==> config.mk <==
export PLATFORM = sky130hd
export DESIGN_NAME = insn_aligner
export DESIGN_NICKNAME = d
export VERILOG_FILES = /design/src/rtl/insn_aligner.sv
export SDC_FILE = /design/constraint.sdc
export NUM_CORES = 1
export LEC_CHECK = 0
export BUFFER_PORTS_ARGS = -buffer_cell sky130_fd_sc_hd__buf_2
export CAP_MARGIN = 20
export CORE_UTILIZATION = 25
export DETAILED_ROUTE_END_ITERATION = 12
export GPL_TIMING_DRIVEN = 0
export SETUP_SLACK_MARGIN = 0.02
export SKIP_CTS_REPAIR_TIMING = 1
export SLEW_MARGIN = 20
export SYNTH_ARGS = -nofsm -noshare
export SYNTH_HDL_FRONTEND = slang
export SYNTH_SLANG_ARGS = --single-unit
==> constraint.sdc <==
create_clock -name clk -period 5.1 [get_ports clk]
set_input_delay 1.02 -clock clk [delete_from_list [all_inputs] [get_ports clk]]
set_output_delay 1.02 -clock clk [all_outputs]
set_load 0.03 [all_outputs]
==> src/rtl/insn_aligner.sv <==
module insn_aligner #(
  parameter int AW = 32,
  parameter int DEPTH = 4,
  parameter logic [AW-1:0] RESET_PC = '0
) (
  input  logic          clk,
  input  logic          rst_n,
  input  logic          flush_i,
  input  logic [AW-1:0] flush_addr_i,
  output logic          fetch_req_o,
  output logic [AW-1:0] fetch_addr_o,
  input  logic          fetch_valid_i,
  input  logic [31:0]   fetch_data_i,
  input  logic          dec_ready_i,
  output logic          issue_valid_o,
  output logic [31:0]   issue_insn_o,
  output logic          issue_ext_o,
  output logic [AW-1:0] issue_pc_o,
  output logic          addr_exc_o
);
  localparam int CW = $clog2(DEPTH + 1);

  logic [15:0]   q [DEPTH];
  logic [15:0]   qn [DEPTH];
  logic [CW-1:0] cnt;
  logic [CW-1:0] post;
  logic [1:0]    used;
  logic          skip;
  logic          exc;
  logic          take;
  logic          acc;
  logic [AW-1:0] pc;
  logic [AW-1:0] fa;

  assign issue_ext_o   = q[0][15:13] == 3'b111;
  assign issue_insn_o  = issue_ext_o ? {q[0], q[1]} : {16'h0000, q[0]};
  assign issue_valid_o = !exc && !flush_i && (issue_ext_o ? cnt >= CW'(2) : cnt >= CW'(1));
  assign issue_pc_o    = pc;
  assign fetch_addr_o  = fa;
  assign addr_exc_o    = exc;

  assign take = issue_valid_o && dec_ready_i;
  assign used = take ? (issue_ext_o ? 2'd2 : 2'd1) : 2'd0;
  assign post = cnt - CW'(used);
  assign fetch_req_o = !exc && !flush_i && (int'(post) + 2 <= DEPTH);
  assign acc = fetch_req_o && fetch_valid_i;

  always_comb begin
    for (int i = 0; i < DEPTH; i++) begin
      qn[i] = (i + int'(used) < DEPTH) ? q[i + int'(used)] : 16'h0000;
      if (acc && i == int'(post))
        qn[i] = skip ? fetch_data_i[15:0] : fetch_data_i[31:16];
      if (acc && !skip && i == int'(post) + 1)
        qn[i] = fetch_data_i[15:0];
    end
  end

  always_ff @(posedge clk) begin
    if (!rst_n) begin
      cnt  <= '0;
      skip <= 1'b0;
      exc  <= 1'b0;
      pc   <= RESET_PC;
      fa   <= RESET_PC;
      for (int i = 0; i < DEPTH; i++) q[i] <= 16'h0000;
    end else if (flush_i) begin
      cnt  <= '0;
      pc   <= flush_addr_i;
      fa   <= {flush_addr_i[AW-1:2], 2'b00};
      skip <= flush_addr_i[1];
      exc  <= flush_addr_i[0];
    end else begin
      for (int i = 0; i < DEPTH; i++) q[i] <= qn[i];
      cnt <= post + (acc ? (skip ? CW'(1) : CW'(2)) : CW'(0));
      if (take) pc <= pc + (issue_ext_o ? AW'(4) : AW'(2));
      if (acc) begin
        fa   <= fa + AW'(4);
        skip <= 1'b0;
      end
    end
  end
endmodule

# == Word-level counts from Yosys, hierarchy flattened ==
# Memory sizes are Yosys's and may differ from the RTL's.
# Index checks and enable logic that the tools add are counted.
# word_totals
inputBits,69
ff_bits,69
output_inout_bits,100
n_memories,1
ram_bits,64
# memory_table
name,depth,width,rd,rd_ports_with_merged_regs,wr,line,rtl
q,4,16,6,0,4,23,logic [15:0] q [DEPTH];
# op_classes
magnitude_cmp,7
addsub,9
reduce_logical,22
mux,34
eq_ne,7
bitwise_logic,5
# op_table
operator,n
16-bit two-way mux,17
32-bit two-way mux,5
32-bit by 4-bit < comparator with 1-bit output (second input constant),3
32-bit by 3-bit adder with 32-bit output,1
32-bit by 3-bit adder with 32-bit output (second input constant),1
2-bit by 32-bit equality test with 1-bit output (first input constant),1
3-bit by 32-bit equality test with 1-bit output (first input constant),1
32-bit logical NOT,1
1-bit logical AND,14
2-bit two-way mux,4
1-bit two-way mux,7
2-bit by 2-bit adder with 3-bit output (first input constant),2
3-bit equality test (first input constant),2
3-bit by 1-bit adder with 4-bit output (second input constant),1
3-bit by 2-bit adder with 4-bit output (second input constant),1
2-bit by 4-bit equality test with 1-bit output (first input constant),1
4-bit by 3-bit <= comparator with 1-bit output (second input constant),1
1-bit OR,4
2-bit nonzero test,2
1-bit by 2-bit adder with 3-bit output (first input constant),1
3-bit by 2-bit adder with 3-bit output,1
2-bit by 3-bit equality test with 1-bit output (first input constant),1
3-bit equality test (second input constant),1
3-bit by 1-bit greater-or-equal comparator with 1-bit output (second input constant),1
8 further kinds,10

# == Logic depth before layout (Yosys ltp) ==
# depth
word_depth,14
mapped_depth,19
mapped_depth_nobuf,14

# == Worst setup path before layout ==
# OpenSTA, ideal clock, no wires.
# synth_path
path_kind,input port to flip-flop
startpoint,input flush_i
endpoint,"memory q[1][0], enable pin"
slack_ns,-0.022
cell_stages,13
setup_time_ns,0.411
arrival_ns,4.711
required_time_ns,4.689
n_path_buf,4
cell_sequence,or3b_1 > or3_1 > buf_2 > inv_2 > buf_4 > buf_4 > ha_1 > inv_1 > fa_1 > buf_2 > nor4b_4 > a311oi_1 > o21ai_0
# synth_lines
item,line,rtl
"start, declared",8,"input logic flush_i,"
"end, declared",23,

==> flow_metrics.env <==
export IMPL_first_pass_iters=7
export IMPL_holdPathEnd="issue_pc_o[0]"
export IMPL_via_per_inst=5.619
export IMPL_synth_area_top_cells="edfxtp_1 (23%), dfxtp_1 (16%), nand2_1 (9.5%)"
export IMPL_powerDensity_nw_per_um2=300.1
export IMPL_critPathRequiredTime_ns=5.27
export IMPL_drc=0
export IMPL_ff_latch_area_um2=3263
export IMPL_irDropWorstVdd_uv=246.3
export IMPL_syn_avg_cell_area_um2=8.027
export IMPL_timing_final_crit_share_pct=97.15
export IMPL_power_uw=3244
export IMPL_die_y_um=186.7
export IMPL_htree_levels=4
export IMPL_drtIter0Drc=1305
export IMPL_ys_seq_elements=131
export IMPL_pwr_share_comb_pct=16.6
export IMPL_clk_latency_ns=0.43
export IMPL_routed_wl_mm=37.17
export IMPL_grt_pass1_wl_mm=55.60
export IMPL_gp_congestion=0.9372
export IMPL_synth_fa_ha_area_share_pct=1.732
export IMPL_yosysWarnings=0
export IMPL_clkTransAtPathRegs_ns=0.06
export IMPL_synthSimpleGateAreaFrac_pct=24.29
export IMPL_async_flop_share_pct=0
export IMPL_setup_violations_final=0
export IMPL_synth_top_area_cell="edfxtp_1"
export IMPL_p_int_uw=2272
export IMPL_clock_power_share_pct=44.4
export IMPL_synthFlopType="dfxtp_1"
export IMPL_multi_input_area_um2=4947
export IMPL_nets=1336
export IMPL_syn_to_final_growth_pct=26.83
export IMPL_power_switching_share_pct=29.96
export IMPL_cts_tree="yes"
export IMPL_fin_skew_ns=0.01654
export IMPL_antenna_found_initial=2
export IMPL_ios=169
export IMPL_cts_buffer_depth=2
export IMPL_synth_xor_area_share_pct=2.759
export IMPL_tightest_slew_ns=0.8895
export IMPL_grt_max_degree=19
export IMPL_root_buffer="clkbuf_16"
export IMPL_synth_compound_area_share_pct=25.20
export IMPL_reg2reg_from="q[0][15]"
export IMPL_cts_sinks=131
export IMPL_cp_start_kind="input port"
export IMPL_maxCapViolations=0
export IMPL_seq_area_frac_synth_pct=38.28
export IMPL_route_vias_total=9664
export IMPL_synth_top_family_by_area="compound AO/OA/AOI/OAI gates"
export IMPL_grt_usage_pct=20.74
export IMPL_gr_total_overflow=0
export IMPL_hold_violations=0
export IMPL_cts_buffers=17
export IMPL_placed_cell_area_um2=9967
export IMPL_grt_pass1_vias=9123
export IMPL_worstPathMaxFanout=20
export IMPL_synth_edff_count=64
export IMPL_num_fill_cells=3580
export IMPL_muxShareOfSynthArea_pct=2.613
export IMPL_wl_per_cell_um=21.61
export IMPL_maxSlewViolCount=0
export IMPL_synth_area_um2=8524
export IMPL_design_area_um2=10810
export IMPL_die_area_um2=34840
export IMPL_synth_cells=1062
export IMPL_ff2ff_path_depth=16
export IMPL_place_hpwl_mm=26.51
export IMPL_ys_types=68
export IMPL_synth_top_area_share_pct=22.55
export IMPL_period_needed_ns=4.955
export IMPL_slew_headroom_pct=40.70
export IMPL_r2r_slack_ns=0.20
export IMPL_critPathArrivalTime_ns=5.13
export IMPL_whs_path_depth=2
export IMPL_layout_drive_gt1_share_pct=22.28
export IMPL_hp_start="issue_pc_o[0]"
export IMPL_final_antenna_net_count=0
export IMPL_seqPwrFrac_pct=39.1
export IMPL_p_switching_uw=972.0
export IMPL_max_freq_mhz=201.8
export IMPL_start_util_pct=25.42
export IMPL_die_w_um=186.7
export IMPL_p_leak_uw=0.004100
export IMPL_place_port_buffers=166
export IMPL_rows=67
export IMPL_outcome="finished, final reports clean"
export IMPL_rr_endpoint="q[2][6]"
export IMPL_fp_coreArea_um2=33530
export IMPL_setup_worst_path_class="input port to flip-flop"
export IMPL_crit_path_end_kind="flip-flop"
export IMPL_hp_class="flip-flop to flip-flop"
worst max-delay path by stage:
stage,slack (ns),endpoint,depth (start not counted),start
after global placement,-1.10,q[1][8],10,flush_i
final,0.15,q[2][6],16,flush_i
after floorplan,0.08,fetch_req_o,11,flush_i
after global routing,-0.04,q[2][12],16,flush_i
after CTS,-0.39,cnt[1],14,flush_i
after detailed placement,-0.81,cnt[1],14,flush_i
state kept, by name, summed over array words and instances, names as in the netlist:
| register | flops |
|---|---|
| q | 64 |
| skip | 1 |
| fetch_addr_o | 30 |
| issue_pc_o | 32 |
| cnt | 3 |
| addr_exc_o | 1 |
per-stage QoR:
stage | setup TNS (ns) | std cells | setup slack (ns) | util [%] | hold slack [ns]
floorplan | 0 | 1063 | 0.08204 | - | 0.5832
detailed placement | -36.34 | 1678 | -0.8126 | 29.72 | 0.4642
global route | -0.2206 | 1719 | -0.03651 | 32.24 | 0.5026
global placement | -47.65 | 1677 | -1.098 | 29.58 | 0.4432
CTS | -9.243 | 1710 | -0.3946 | 31.70 | 0.4729
finish | 0 | 1720 | 0.1451 | 32.24 | 0.4662
critical path: stages:
cell and delay (ns):
buf_2 0.15, or3b_1 0.45, or3_1 0.34, buf_2 0.16, inv_2 0.07, buf_4 0.29
ha_1 0.22, inv_1 0.05, fa_1 0.50, clkbuf_4 0.24, nor4b_4 0.51, nand2_2 0.23
o31a_1 0.40, buf_2 0.25, o21ai_0 0.14, o21ai_1 0.08
metal layers:
metal / part of all wire (%) / vias to the layer above / global-route usage, %
li1: - / 4339 / -
met3: 12 / 71 / 5.266
met5: 0 / - / 0
met4: 2.9 / 0 / 7.314
met1: 41 / 4594 / 27.81
met2: 45 / 660 / 32.12
cells in the mapped netlist, types with 4 or more instances:
master    number
nor4_1        15
o211ai_1      24
nor3_1        14
o221ai_1       4
a21oi_1       73
o21ai_1       10
xnor2_1       21
and2_1        23
a222oi_1      16
mux2_2        18
nor2_1        58
a41oi_1        4
o22ai_1        5
a22oi_1        6
dfxtp_1       67
a31oi_1       35
buf_1          8
ha_1           7
buf_2         10
buf_4          7
xor2_1         4
or4_1          5
o31a_1         6
edfxtp_1      64
or2_2          4
nand4_1       14
a31o_2        15
or3_1          8
a32oi_1        4
inv_1         19
o21ai_0       89
nand3_1       38
a22o_1        16
nand2_1      216
and3_1        14
clkbuf_1      57
o21a_1         5
a21o_1         4
and4_1        10
logic make-up (layout without fill, tap and decap cells):
| group | Yosys count | in the layout |
|---|---|---|
| xor gates and xnor gates | 26 | 26 |
| AOI/OAI and AO/OA | 333 | 333 |
| and+or+nand+nor | 436 | 436 |
| other | 1 | 4 |
| muxes | 20 | 20 |
| buffers and inverters | 105 | 312 |
| DFF | 131 | 131 |
| adders and majority gates | 10 | 10 |
area by class of cell:
class | instances | share of cell area [%]
diodes | 2 | 0.04629
plain buffers | 81 | 3.321
well taps | 448 | 5.185
flip-flops and latches | 131 | 30.18
inverters | 23 | 0.7985
clock buffers | 18 | 3.969
multi-input cells | 827 | 45.76
clock inverters | 14 | 2.153
repair buffers | 176 | 8.587
cell usage in the layout, fill, tap and decap left out, types with 19 or more instances in the layout:
master,synthesis,routed
a21oi_1,73,73
o21ai_0,89,88
inv_1,19,19
a31oi_1,35,35
dfxtp_1,67,67
edfxtp_1,64,64
nand3_1,38,36
clkbuf_1,57,51
o211ai_1,24,24
nand2_1,216,214
buf_2,10,176
and2_1,23,23
xnor2_1,21,20
nor2_1,58,57
power by group through the flow:
stage / Clock (uW) / Sequential (uW) / Combinational (uW)
floorplan: 0 / 1320 / 262
CTS: 1430 / 1260 / 520
finish: 1440 / 1270 / 538
global placement: 0 / 1280 / 510
global route: 1470 / 1280 / 574
detailed placement: 0 / 1290 / 517
Note: power is estimated with default switching activity, not from simulation.
